==> src/rtl/trio_regfile.sv <==
module trio_regfile #(
  parameter int DW = 8
) (
  input  logic          clk,
  input  logic          rst,
  input  logic [1:0]    wr_sel,
  input  logic [DW-1:0] wr_data,
  input  logic [1:0]    lsel,
  input  logic [1:0]    rsel,
  output logic [DW-1:0] lop,
  output logic [DW-1:0] rop
);

  localparam logic [1:0] SEL_NONE = 2'd0;
  localparam logic [1:0] SEL_ACC  = 2'd1;
  localparam logic [1:0] SEL_X    = 2'd2;
  localparam logic [1:0] SEL_Y    = 2'd3;

  logic [DW-1:0] acc_q, x_q, y_q;

  always_ff @(posedge clk) begin
    if (rst) begin
      acc_q <= '0;
      x_q   <= '0;
      y_q   <= '0;
    end else begin
      if (wr_sel == SEL_ACC) acc_q <= wr_data;
      if (wr_sel == SEL_X)   x_q   <= wr_data;
      if (wr_sel == SEL_Y)   y_q   <= wr_data;
    end
  end

  function automatic logic [DW-1:0] pick(input logic [1:0] s,
                                         input logic [DW-1:0] a,
                                         input logic [DW-1:0] x,
                                         input logic [DW-1:0] y);
    case (s)
      SEL_ACC: pick = a;
      SEL_X:   pick = x;
      SEL_Y:   pick = y;
      default: pick = '0;
    endcase
  endfunction

  assign lop = pick(lsel, acc_q, x_q, y_q);
  assign rop = pick(rsel, acc_q, x_q, y_q);

endmodule

==> config.mk <==
export PLATFORM = sky130hd
export DESIGN_NAME = trio_regfile
export DESIGN_NICKNAME = d
export VERILOG_FILES = /design/src/rtl/trio_regfile.sv
export SDC_FILE = /design/constraint.sdc
export NUM_CORES = 1
export LEC_CHECK = 0
export CORE_MARGIN = 2
export CORE_UTILIZATION = 45
export CTS_BUF_LIST = sky130_fd_sc_hd__clkbuf_16
export DETAILED_ROUTE_END_ITERATION = 6
export PLACE_DENSITY_LB_ADDON = 0.1
export SLEW_MARGIN = 20
export SYNTH_ARGS = -nofsm -noshare
export SYNTH_HDL_FRONTEND = slang
export SYNTH_SLANG_ARGS = --single-unit
==> constraint.sdc <==
create_clock -name clk -period 1.4 [get_ports clk]
set_input_delay 0.28 -clock clk [delete_from_list [all_inputs] [get_ports clk]]
set_output_delay 0.28 -clock clk [all_outputs]
set_load 0.01 [all_outputs]
# ---- Yosys cells after proc, flatten, opt, wreduce, memory -nomap -nowiden
# Cells that the tools add are included.
dict set report word_totals {
  output_inout_bits 16
  elab_cells 14
  ff_bits 24
}
dict set report op_classes {
  mux 2
  eq_ne 9
}
# op count
set op_table {}
lappend op_table {{8-bit case mux with 3 select lines} 2}
lappend op_table {{2-bit == test (second input constant)} 6}
lappend op_table {{2-bit by 1-bit == test with 1-bit output (second input constant)} 3}

# ---- Depth between registers and ports, before layout
dict set report logic_depth {
  word_depth 2
  depth_mapped 5
  mapped_depth_nobuf 3
}

# ---- Least setup slack after synthesis
# Ideal clock, no wire load.
dict set report synth_path {
  path_kind {in2out}
  start {input lsel[1]}
  end {output lop[0]}
  arrival_time_ns 0.997
  path_slack_ns 0.123
  cell_stages 3
  n_path_buf 1
  path_cell_list {buf_2 -> mux2_2 -> a22o_1}
}
dict set report synth_between {
  elab_chain_len 2
}
# element line_no
set synth_lines {}
lappend synth_lines {{from (decl)} 8} ;# input logic [1:0] lsel,
lappend synth_lines {{2-bit == test / 2-bit by 1-bit == test with 1-bit output (equally long branches)} 37} ;# case (s)
lappend synth_lines {{8-bit case mux with 3 select lines (*)} 37}
lappend synth_lines {{to (decl)} 10} ;# output logic [DW-1:0] lop,
# Every way passes the cells marked *; elsewhere a longest branch is shown, timed or not.

# ---- Final worst setup path
dict set report layout_path {
  start {register acc_q[0]}
  end {output rop[0]}
}
dict set report layout_between {
  elab_chain_len 1
}
# element line_no
set layout_lines {}
lappend layout_lines {{from (decl)} 19} ;# logic [DW-1:0] acc_q, x_q, y_q;
lappend layout_lines {{from (signal assigned)} 27} ;# if (wr_sel == SEL_ACC) acc_q <= wr_data;
lappend layout_lines {{8-bit case mux with 3 select lines} 37}
lappend layout_lines {{to (decl)} 11} ;# output logic [DW-1:0] rop
# No other way between the ends.

==> qor.yml <==
setup_path:
  critical_path_class: "reg -> out"
  worstPathArrival_ns: 1.16
  rrSetupSlack_ns: 0.76
  cp-start-kind: "flip-flop"
  crit_fanout: 3
  critPathCaptureType: "output port"
  reg2reg_to: "y_q[6]"
  cp_cell_sequence: "mux2_4 > a22o_1 > buf_2"
  cp_slowest_cell: "dfxtp_2"
  reg2regPathDepth: 2
  crit_path_max_incr_delay_ns: 0.33
  r2r-start: "y_q[6]"
  critical_path_required_ns: 1.12
run_status:
  status: "complete, but fails checks"
  violations: "negative setup slack"
global_route:
  antenna_found_initial: 0
  grt_pass1_wl_microns: 5340
  grt_overflow: 0
  grt_max_degree: 25
  grt_pass1_vias: 1077
  grt.total_usage: 0.214
clocking:
  ctsHoldBuffers: 0
  insertion_delay_ns: 0.25
  htreeDepth: 1
  post_cts_buffers: 0
  clkSinkCount: 24
  cts_buffers: 3
  cts_root_buf: "clkbuf_16"
  cts_tree: "done"
  cts_resized: 92
  clkTransAtPathRegs_ns: 0.06
  clk_path_buf_depth: 2
hold_path:
  hp-start: "y_q[3]"
  min_delay_path_depth: 2
  hold_end: "y_q[3]"
  hold_path.class: "reg -> reg"
finish:
  fin_nets: 187
  seqCellArea_sq_um: 498
  final_util: 0.643
  drive_gt1_frac: 0.435
  antennaDiodeCount: 0
  fillers: 243
  multi_input_area_sq_um: 729
  finalNonFillerCells: 201
  final_area_sq_mm: 0.00176
  area_delta_synth_final_pct: 37.5
detailed_routing:
  viasPerCell: 5.57
  ant_nets: 0
  routed_wl_microns: 3450
  drt_iter0_drc: 39
  vias: 1120
  wire_per_inst_microns: 17.1
  drc: 0
  drtPass1Iterations: 4
timing:
  rsz0062_at_grt: "true"
  setup_ws_ns: -0.0414
  slew_headroom: 0.791
  timing.final.crit_share: 1.03
  finalHoldViolations: 0
  worst_slew_pin_slew_ns: 0.313
  fin_skew_ns: 0
  slew_violations: 0
  min_period_ns: 1.44
  holdWs_ns: 0.470
  setup-tns-final_ns: -0.477
  fmax_mhz: 694
  finalSetupViolCount: 16
yosys:
  ys_seq_area_frac: 0.376
  netlist_instances: 129
  avgSynthCellArea_sq_um: 9.90
  synthArstFlopShare: 0
  synth_seq_cells: 24
  yosysUniqueCellTypes: 13
  synth_ff_type: "dfxtp_1"
  synth-edff-count: 0
  ys.warnings.count: 0
  synthTopCellsByArea: "dfxtp_1 38%, mux2_2 14%, mux2i_1 13%"
  synth_nets: 145
  synth_most_common_cell: "dfxtp_1"
  syn_area_sq_mm: 0.00128
  ys_top_cells_by_count: "24 x dfxtp_1, 16 x a22o_1, 16 x mux2_2, 16 x mux2i_1, 16 x nor2_1"
  yosys.area.top_type: "dfxtp_1"
  synth_top_cell_area_share: 0.376
placed_design:
  hpwl_microns: 2270
  globalplace.congestion: 0.759
  place_inst: 197
  dpl_worst_slack_ns: -0.819
  numPortBuffers: 31
  detailed_place.area_sq_mm: 0.00167
pwr:
  p_total_mw: 1.88
  ir_drop_v: 0.000813
  powerDensity_mw_per_mm2: 1070
  p_leak_nw: 0.868
job:
  maxCapViolations: 0
die:
  initial_utilization: 0.467
  rows: 19
  die_w_microns: 57.3
  coreArea_sq_mm: 0.00273
  num_io_pins: 32
  dieArea_sq_mm: 0.00328
  die_h_microns: 57.3
==> worst max-delay path by stage <==
stage,startpoint,to,slack (ns),cells after the start
final,acc_q[0],rop[0],-0.04,3
after global routing,acc_q[7],rop[7],-0.08,3
after CTS,y_q[7],rop[7],-0.04,3
after detailed placement,rsel[1],rop[7],-0.82,5
after global placement,rsel[1],rop[7],-0.81,5
after floorplan,lsel[1],lop[0],0.12,3
==> layout by cell type, fill, tap and decap left out, drive strengths merged <==
master and count:
buf 36, dfxtp 24, a22o 16, mux2i 16, nor2 16, mux2 16
clkdlybuf4s50 11, nand2 9, nand3 8, a21oi 8, clkbuf 3, nor2b 2
nand2b 2, dlygate4sd2 2, bufinv 1
==> state kept, by name, indices dropped and copies added, names as in the netlist <==
name	count
acc_q	8
y_q	8
x_q	8
==> layer usage <==
metal / vias up / track usage / wire length [microns]
met4: 0 / 0.0498 / 17
li1: 549 / - / -
met3: 2 / 0.0295 / 154
met5: - / 0 / 0
met1: 537 / 0.273 / 1520
met2: 32 / 0.381 / 1760
==> critical path: cells and delay by family (launching register included) <==
family                 cells  cell delay, ns
multiplexers               1            0.27
flip-flops                 1            0.33
AO/OA/AOI/OAI              1            0.18
buffers and inverters      1            0.13
==> report_power, final <==
part | total (mW) | switching [mW] | internal [mW]
Combinational | 0.320 | 0.145 | 0.175
Sequential | 0.746 | 0.0256 | 0.720
Clock | 0.812 | 0.244 | 0.568
==> cell families after synthesis <==
logic type             count (synthesis)  synth area share
multiplexers                          32             0.266
buffers and inverters                 12            0.0803
AND/OR/NAND/NOR                       37             0.136
AO/OA/AOI/OAI                         24             0.141
flip-flops                            24             0.376
==> final cells by class <==
type / count / share of cell area
Clock buffer: 3 / 0.0427
Multi-Input combinational cell: 93 / 0.415
Tap cell: 31 / 0.0221
Sequential cell: 24 / 0.283
Timing Repair Buffer: 49 / 0.219
Clock inverter: 1 / 0.0171
No activity file was read; power rests on OpenSTA's default activity.
